===== src/rtl/rtc_flag_pkg.sv =====
package rtc_flag_pkg;
   localparam int REG_AW = 2;

   typedef enum logic [REG_AW-1:0] {
      RA_ADJ  = 2'd0,
      RA_CTLA = 2'd1,
      RA_CTLB = 2'd2,
      RA_STAT = 2'd3
   } reg_addr_e;

   // control A field positions
   localparam int CA_CKDIS = 0;
   localparam int CA_PULSE = 1;
   localparam int CA_INTB  = 2;
   localparam int CA_PIE   = 3;
   // control B field positions
   localparam int CB_CKDIS = 0;
   // status field positions
   localparam int ST_HALT  = 0;
   localparam int ST_IRQ   = 1;

   localparam int MIN_DATA_W = 4;
endpackage


===== src/rtl/rtc_flag_sync.sv =====
module rtc_flag_sync #(
   parameter int STAGES = 2
) (
   input  logic clk,
   input  logic rst_n,
   input  logic d,
   output logic q
);
   if (STAGES < 2) begin : g_bad_stages
      $error("rtc_flag_sync: STAGES must be at least 2");
   end

   logic [STAGES-1:0] shreg;

   always_ff @(posedge clk or negedge rst_n) begin
      if (!rst_n) shreg <= '0;
      else        shreg <= {shreg[STAGES-2:0], d};
   end

   assign q = shreg[STAGES-1];
endmodule


===== src/rtl/rtc_halt_flag.sv =====
module rtc_halt_flag (
   input  logic clk,
   input  logic rst_n,
   input  logic halt_s,
   input  logic ce,
   input  logic clr_req,
   output logic halt_set,
   output logic halt_q
);
   // sensing is armed only while chip enable is deasserted
   assign halt_set = halt_s & ~ce;

   always_ff @(posedge clk or negedge rst_n) begin
      if (!rst_n)        halt_q <= 1'b1;   // time data invalid after power-up
      else if (halt_set) halt_q <= 1'b1;   // set beats clear
      else if (clr_req)  halt_q <= 1'b0;
   end
endmodule


===== src/rtl/rtc_irq_flag.sv =====
module rtc_irq_flag #(
   parameter int PULSE_W = 4
) (
   input  logic clk,
   input  logic rst_n,
   input  logic tick,
   input  logic pie,
   input  logic pulse_mode,
   input  logic clr_req,
   input  logic force_clr,
   output logic irq_q
);
   if (PULSE_W < 1) begin : g_bad_pulse
      $error("rtc_irq_flag: PULSE_W must be at least 1");
   end

   logic fire;
   assign fire = tick & pie;

   if (PULSE_W == 1) begin : g_single
      always_ff @(posedge clk or negedge rst_n) begin
         if (!rst_n)                      irq_q <= 1'b0;
         else if (force_clr)              irq_q <= 1'b0;
         else if (fire)                   irq_q <= 1'b1;
         else if (pulse_mode)             irq_q <= 1'b0;
         else if (clr_req)                irq_q <= 1'b0;
      end
   end else begin : g_counted
      localparam int CW = $clog2(PULSE_W + 1);
      localparam logic [CW-1:0] LOAD = CW'(PULSE_W);
      logic [CW-1:0] cnt_q;

      always_ff @(posedge clk or negedge rst_n) begin
         if (!rst_n) begin
            irq_q <= 1'b0;
            cnt_q <= '0;
         end else if (force_clr) begin
            irq_q <= 1'b0;
            cnt_q <= '0;
         end else if (fire) begin
            irq_q <= 1'b1;
            cnt_q <= pulse_mode ? LOAD : '0;
         end else if (pulse_mode) begin
            if (cnt_q != '0) begin
               cnt_q <= cnt_q - 1'b1;
               if (cnt_q == CW'(1)) irq_q <= 1'b0;
            end
         end else begin
            cnt_q <= '0;
            if (clr_req) irq_q <= 1'b0;
         end
      end
   end
endmodule


===== src/rtl/rtc_clkout_gate.sv =====
module rtc_clkout_gate #(
   parameter logic IDLE_LEVEL = 1'b1
) (
   input  logic dis_a,
   input  logic dis_b,
   input  logic clk32_in,
   output logic clk32_out
);
   // output runs unless both disable bits are set
   assign clk32_out = (dis_a & dis_b) ? IDLE_LEVEL : clk32_in;
endmodule


===== src/rtl/rtc_flag_ctrl.sv =====
module rtc_flag_ctrl
   import rtc_flag_pkg::*;
#(
   parameter int   DATA_W      = 8,
   parameter int   SYNC_STAGES = 2,
   parameter int   PULSE_W     = 4,
   parameter logic CLKOUT_IDLE = 1'b1
) (
   input  logic              clk,
   input  logic              rst_n,
   input  logic              ce,
   input  logic              osc_halt,
   input  logic              tick,
   input  logic              clk32_in,
   input  logic              wr_en,
   input  logic [REG_AW-1:0] addr,
   input  logic [DATA_W-1:0] wdata,
   output logic [DATA_W-1:0] rdata,
   output logic              int_a_n,
   output logic              int_b_n,
   output logic              clk32_out
);
   if (DATA_W < MIN_DATA_W) begin : g_bad_width
      $error("rtc_flag_ctrl: DATA_W too small for the field layout");
   end

   logic              halt_s;
   logic              halt_q;
   logic              halt_set;
   logic              irq_q;
   logic              hold_zero;
   logic              wr_stat;
   logic [DATA_W-1:0] adj_q;
   logic [DATA_W-1:0] ctrl1_q;
   logic [DATA_W-1:0] ctrl2_q;
   logic [DATA_W-1:0] stat_v;

   assign wr_stat   = wr_en && (reg_addr_e'(addr) == RA_STAT);
   assign hold_zero = halt_q | halt_set;

   rtc_flag_sync #(.STAGES(SYNC_STAGES)) u_sync (
      .clk   (clk),
      .rst_n (rst_n),
      .d     (osc_halt),
      .q     (halt_s)
   );

   rtc_halt_flag u_halt (
      .clk      (clk),
      .rst_n    (rst_n),
      .halt_s   (halt_s),
      .ce       (ce),
      .clr_req  (wr_stat && !wdata[ST_HALT]),
      .halt_set (halt_set),
      .halt_q   (halt_q)
   );

   // adjustment and control registers, forced clear during a halt fault
   always_ff @(posedge clk or negedge rst_n) begin
      if (!rst_n) begin
         adj_q   <= '0;
         ctrl1_q <= '0;
         ctrl2_q <= '0;
      end else if (hold_zero) begin
         adj_q   <= '0;
         ctrl1_q <= '0;
         ctrl2_q <= '0;
      end else if (wr_en) begin
         case (reg_addr_e'(addr))
            RA_ADJ:  adj_q   <= wdata;
            RA_CTLA: ctrl1_q <= wdata;
            RA_CTLB: ctrl2_q <= wdata;
            default: ;
         endcase
      end
   end

   rtc_irq_flag #(.PULSE_W(PULSE_W)) u_irq (
      .clk        (clk),
      .rst_n      (rst_n),
      .tick       (tick),
      .pie        (ctrl1_q[CA_PIE]),
      .pulse_mode (ctrl1_q[CA_PULSE]),
      .clr_req    (wr_stat && !wdata[ST_IRQ]),
      .force_clr  (hold_zero),
      .irq_q      (irq_q)
   );

   rtc_clkout_gate #(.IDLE_LEVEL(CLKOUT_IDLE)) u_ckgate (
      .dis_a     (ctrl1_q[CA_CKDIS]),
      .dis_b     (ctrl2_q[CB_CKDIS]),
      .clk32_in  (clk32_in),
      .clk32_out (clk32_out)
   );

   assign int_a_n = ~(irq_q & ctrl1_q[CA_PIE]);
   assign int_b_n = ~ctrl1_q[CA_INTB];

   always_comb begin
      stat_v          = '0;
      stat_v[ST_HALT] = halt_q;
      stat_v[ST_IRQ]  = irq_q;
      case (reg_addr_e'(addr))
         RA_ADJ:  rdata = adj_q;
         RA_CTLA: rdata = ctrl1_q;
         RA_CTLB: rdata = ctrl2_q;
         default: rdata = stat_v;
      endcase
   end
endmodule


===== config.mk =====
export PLATFORM = sky130hd
export DESIGN_NAME = rtc_flag_ctrl
export DESIGN_NICKNAME = d
export VERILOG_FILES = /design/src/rtl/rtc_flag_pkg.sv /design/src/rtl/rtc_flag_sync.sv /design/src/rtl/rtc_halt_flag.sv /design/src/rtl/rtc_irq_flag.sv /design/src/rtl/rtc_clkout_gate.sv /design/src/rtl/rtc_flag_ctrl.sv
export SDC_FILE = /design/constraint.sdc
export NUM_CORES = 1
export LEC_CHECK = 0
export BUFFER_PORTS_ARGS = -buffer_cell sky130_fd_sc_hd__buf_2
export CORE_MARGIN = 2
export CORE_UTILIZATION = 45
export DETAILED_ROUTE_END_ITERATION = 10
export PLACE_DENSITY = 0.67
export REMOVE_ABC_BUFFERS = 1
export SETUP_SLACK_MARGIN = 0.4
export SYNTH_ARGS = -nofsm -noshare
export SYNTH_HDL_FRONTEND = slang
export SYNTH_SLANG_ARGS = --single-unit

===== constraint.sdc =====
create_clock -name clk -period 1.9 [get_ports clk]
set_clock_uncertainty 0.2 [all_clocks]
set_input_delay 0 -clock clk [delete_from_list [all_inputs] [get_ports clk]]
set_output_delay 0 -clock clk [all_outputs]
set_load 0.1 [all_outputs]

---- Yosys cells after proc, flatten, opt, wreduce, memory -nomap -nowiden ----
Index checks and enable logic that the tools add are counted.
W data, S select, Z words.
operators by class
  bitwise gates (word level) .............. 8
  divide/modulo/power cells ............... 0
  add/sub/neg operators ................... 1
  multiply operators ...................... 0
  eq/ne operators ......................... 6
  reductions and logical operators ........ 17
  shifts and indexed selects .............. 0
  muxes and demuxes ....................... 24
  magnitude comparators ................... 0
operators by type and width
  cell                   number
  $mux W8                9
  $pmux W8 S3            1
  $mux W3                5
  $reduce_bool A2 Y1     5
  $mux W1                9
  $ne A4 B2 Y1 const B   2
  $reduce_and A2 Y1      3
  $and A1 B1 Y1          4
  $eq A2 B2 Y1 const B   2
  $reduce_bool A4 Y1     1
  $eq A3 B1 Y1 const B   1
  $logic_and A1 B1 Y1    3
  $not A1 Y1             3
  $reduce_and A3 Y1      1
  $reduce_bool A3 Y1     1
  $sub A3 B1 Y3 const B  1
  $eq A2 B1 Y1 const B   1
  $logic_not A1 Y1       2
  $logic_not A2 Y1       1
  $or A1 B1 Y1           1
storage, ports and cells
  memories kept ........................... 0
  logic and storage cells ................. 63
  output and inout port bits .............. 11
  ROM bits ................................ 0
  input bits .............................. 17
  bits in latches ......................... 0
  memory bits (writable) .................. 0
  register bits ........................... 31

---- Logic depth before layout (Yosys ltp) ----
  depth in word-level cells ............... 7
  mapped depth ............................ 5
  gate-level depth less buffers ........... 5

---- Hierarchy ----
From an unflattened synthesis, not the netlist that was laid out.
unflattened totals
  cells, all modules ...................... 146
  area total of the unflattened synthesis .. 1779.2 um^2
modules (own cells, without submodules)
  module           sequential area each (um^2)  times used  cells each  area an instance (um^2)
  rtc_flag_ctrl    600.6                        1           115         1435.1
  rtc_irq_flag     100.1                        1           24          235.2
  rtc_halt_flag    26.3                         1           4           51.3
  rtc_flag_sync    50.0                         1           2           50.0
  rtc_clkout_gate  0.0                          1           1           7.5

---- Worst setup path after synthesis ----
OpenSTA, ideal clock, no wires.
  path kind ............................... reg2out
  from .................................... reg ctrl1_q[3]
  to ...................................... out rdata[3]
  slack ................................... -836 ps
  data required time ...................... 1700 ps
  arrival time ............................ 2536 ps
  buffers on the path ..................... 0
  stages on the path, launching flop included .. 3
  cells stage by stage .................... dfrtp_1 -> mux2i_1 -> o21ai_0
between the ends
  longest elaborated chain between the ends .. 1
RTL lines
  element                 line                  RTL
  start, declared         rtc_flag_ctrl.sv:34   logic [DATA_W-1:0] ctrl1_q;
  start signal, assigned  rtc_flag_ctrl.sv:71   RA_CTLA: ctrl1_q <= wdata;
  $pmux W8 S3             rtc_flag_ctrl.sv:103  case (reg_addr_e'(addr))
  end, declared           rtc_flag_ctrl.sv:18   output logic [DATA_W-1:0] rdata,
Every way passes these cells.

---- Final worst setup path ----
  from .................................... reg u_irq.irq_q
  to ...................................... out rdata[1]
between the ends
  longest elaborated chain between the ends .. 1
RTL lines
  element                 line                  RTL
  start, declared         rtc_irq_flag.sv:11    output logic irq_q
  start signal, assigned  rtc_irq_flag.sv:35    irq_q <= 1'b0;
  start signal, assigned  rtc_irq_flag.sv:38    irq_q <= 1'b0;
  start signal, assigned  rtc_irq_flag.sv:41    irq_q <= 1'b1;
  $pmux W8 S3             rtc_flag_ctrl.sv:103
Every way passes these cells.

==> flow_summary.ini <==
[grt]
grt_usage_pct = 20.7
grt_pass1_vias = 1305
overflow = 0
grt_start_max_net_pins = 32
antenna_found_initial = 0
grt_pass1_wl_um = 6110

[floorplanning]
fp.dieW_um = 62.8
start_util_pct = 46.6
core_area_mm2 = 0.00334
io_pins = 28
die-area_mm2 = 0.00394
row_count = 21
fp.dieH_um = 62.8

[hold_path]
worstHoldPathCells = 4
min-delay-start = addr[0]
holdPathEnd = u_halt.halt_q$_DFFE_PN1P_
holdCritPathClass = primary input to flop

[worst_setup_path]
worstSetupStartpointType = flop
r2r_slack_ps = 480
rr_startpoint = u_irq.g_counted.cnt_q[0]$_DFFE_PN0P_
crit_buf_inv = 1
max_stage_delay_ps = 500
cp.required_ps = 1700
r2r_end = u_irq.g_counted.cnt_q[0]$_DFFE_PN0P_
reg2reg_depth = 5
critPathKind = flop to output pin
cp_data_arrival_time_ps = 1440
path_depth = 2
crit_path_end_kind = output pin
slowest_stage = mux4_2
path_cells = mux4_2 > buf_8
cp_top_family = multiplexers
critical_path.max_fanout = 2

[placed_design]
hpwl_um = 2240
port_buffers = 27
place_ws_ps = 355
globalplace.congestion = 0.753

[timing]
tns_ps = 0
hold_ws_ps = -17.3
drv_slew = 0
finalSetupViolCount = 0
hold_viol = 1
post-route-min-period_ps = 1640
setup_slack_ps = 263
rsz0062_at_grt = true
max_slew_margin_pct = 54.7
fmax_mhz = 611
finalCritPeriodShare_pct = 86.1
worst_pin_slew_ps = 680

[clock_tree]
cts_htree_levels = 2
cts_sinks = 31
cts_max_path_buffers = 2
cts-root-buf = clkbuf_4
cts_tree = done
path_clk_slew_ps = 100
clk_latency_ps = 330
cts_made_buffers = 5

[drt]
dr.pass1.iters = 4
wl_per_cell_um = 14.7
drt_iter0_drc = 42
vias_per_cell = 5.12
vias = 1208
drc_errors = 0
wirelength_um = 3470
ant_nets = 0

[cells_and_area]
post-route-util_pct = 62.1
drive_gt1_share_pct = 27.4
diodes = 0
layout-area-overhead-vs-synth_pct = 33.3
nets = 209

[synthesis]
synth_mux_area_share_pct = 24.0
synth_top_family_by_area = multiplexers
synth_fa_ha_area_share_pct = 2.42
synth_area_mm2 = 0.00155
synth_cell_type_count = 26
synth_warnings = 0
synthSimpleGateAreaFrac_pct = 14.0
yosysSeqAreaShare_pct = 50.0
syn_area_per_cell_um2 = 11.3
synth-seq-cells = 31
synthCells = 138
synth_xor_area_share_pct = 0.564
synth_compound_area_share_pct = 4.19

[power_and_ir_drop]
p_total_mw = 1.24
p_sw_mw = 0.344
clockPowerShare_pct = 30.3
p_comb_share_pct = 15.2
p_sw_share_pct = 27.8
p_int_mw = 0.894
leakagePower_nw = 1.03
peakVddDrop_mv = 0.343
sequentialPowerShare_pct = 54.5
power.density_mw_per_mm2 = 598

[status]
status = complete, but fails checks
violations = negative hold slack

[run]
drv_cap = 0
## routing by layer
layer / vias to the layer above / GRT usage, % / routed length [µm]
met3: 9 / 6.49 / 149
met1: 592 / 24.4 / 1570
met4: 0 / 8.33 / 71
met5: - / 0 / 0
met2: 28 / 34.9 / 1670
li1: 579 / - / -
## area by class of cell
type                            instances  area (µm²)
Clock buffer                            8        48.8
Fill cell                             295        1260
Inverter                                4        15.0
Multi-Input combinational cell         95         733
Sequential cell                        31         777
Tap cell                               46        57.6
Timing Repair Buffer                   52         440
## synthesized netlist by cell type
library cell  number  area [µm²]
mux2i_1           32         320
dfrtp_1           30         751
nor2_1            25        93.8
nand2_1            9        33.8
o21ai_0            7        35.0
inv_1              4        15.0
buf_2              3        15.0
buf_4              3        22.5
ha_1               3        37.5
nand3b_1           3        22.5
buf_6              2        22.5
mux4_1             2        52.6
nand2b_1           2        12.5
a211oi_1           1        7.51
a21o_1             1        7.51
a31oi_1            1        6.26
dfstp_2            1        26.3
nand2b_2           1        8.76
nand3_1            1        5.00
nand4b_1           1        8.76
nor2b_1            1        6.26
nor3b_1            1        7.51
nor4b_1            1        8.76
nor4bb_1           1        10.0
o311ai_1           1        8.76
xnor2_1            1        8.76
## stage by stage
stage	cells	cell area, µm²
after floorplan	130	1490
after global placement	208	1720
after detailed placement	208	1720
after CTS	235	2020
after global routing	236	2070
final	236	2070
## sequential cells by signal, summed over array words and instances (netlist names)
register	cells
adj_q	8
ctrl1_q	8
ctrl2_q	8
u_irq.g_counted.cnt_q	3
u_sync.shreg	2
u_halt.halt_q	1
u_irq.irq_q	1
## repair_timing
| item | CTS | global route |
|---|---|---|
| resized for setup | 29 | 16 |
| endpoints found under the hold margin | 61 | 1 |
| setup buffers | 5 | 1 |
| pin swaps | 1 | 1 |
| hold buffers | 14 | 1 |
| setup endpoints to repair | 10 | 14 |
| gates cloned | 0 | 0 |
## cells by family after synthesis
family,count (synthesis)
mux,34
buf+inv,12
compound gates,11
simple gates,46
fa+ha+maj,3
xor+xnor,1
flops,31
## worst max path at each step
| stage | to | slack, ps | start |
|---|---|---|---|
| floorplan | rdata[3] | -840 | ctrl1_q[3]$_DFFE_PN0P_ |
| global placement | u_irq.g_counted.cnt_q[0]$_DFFE_PN0P_ | 430 | u_irq.g_counted.cnt_q[0]$_DFFE_PN0P_ |
| detailed placement | u_irq.g_counted.cnt_q[1]$_DFFE_PN0P_ | 360 | u_irq.g_counted.cnt_q[0]$_DFFE_PN0P_ |
| CTS | rdata[1] | 220 | u_irq.irq_q$_DFFE_PN0P_ |
| global route | rdata[1] | 200 | u_irq.irq_q$_DFFE_PN0P_ |
| finish | rdata[1] | 260 | u_irq.irq_q$_DFFE_PN0P_ |
## power groups by stage
stage / sequential [mW] / combinational [mW] / clock (mW)
2_1_floorplan: 0.686 / 0.0850 / 0
3_3_place_gp: 0.688 / 0.150 / 0
3_5_place_dp: 0.688 / 0.152 / 0
4_1_cts: 0.675 / 0.186 / 0.397
5_1_grt: 0.677 / 0.203 / 0.437
6_report: 0.675 / 0.188 / 0.375
## worst reg2reg max path: cells and delay by family (launching register included)
family / cells / cell delay, ps
flip-flops: 1 / 410
AND/OR/NAND/NOR: 2 / 340
adder cells (fa/ha/maj): 1 / 160
XOR/XNOR: 1 / 140
buffers and inverters: 1 / 90
## layout by cell type (no fill, tap or decap), types with 2 or more instances in the layout
| cell | instances |
|---|---|
| buf_2 | 16 |
| buf_4 | 11 |
| buf_6 | 6 |
| clkbuf_1 | 3 |
| clkbuf_4 | 6 |
| clkbuf_8 | 2 |
| dfrtp_1 | 30 |
| dlygate4sd3_1 | 14 |
| ha_1 | 2 |
| inv_1 | 2 |
| inv_2 | 2 |
| mux2i_1 | 32 |
| mux4_2 | 2 |
| nand2_1 | 9 |
| nand2b_1 | 2 |
| nand3b_1 | 3 |
| nor2_1 | 25 |
| o21ai_1 | 7 |
Note: power is estimated with default switching activity, not from simulation.
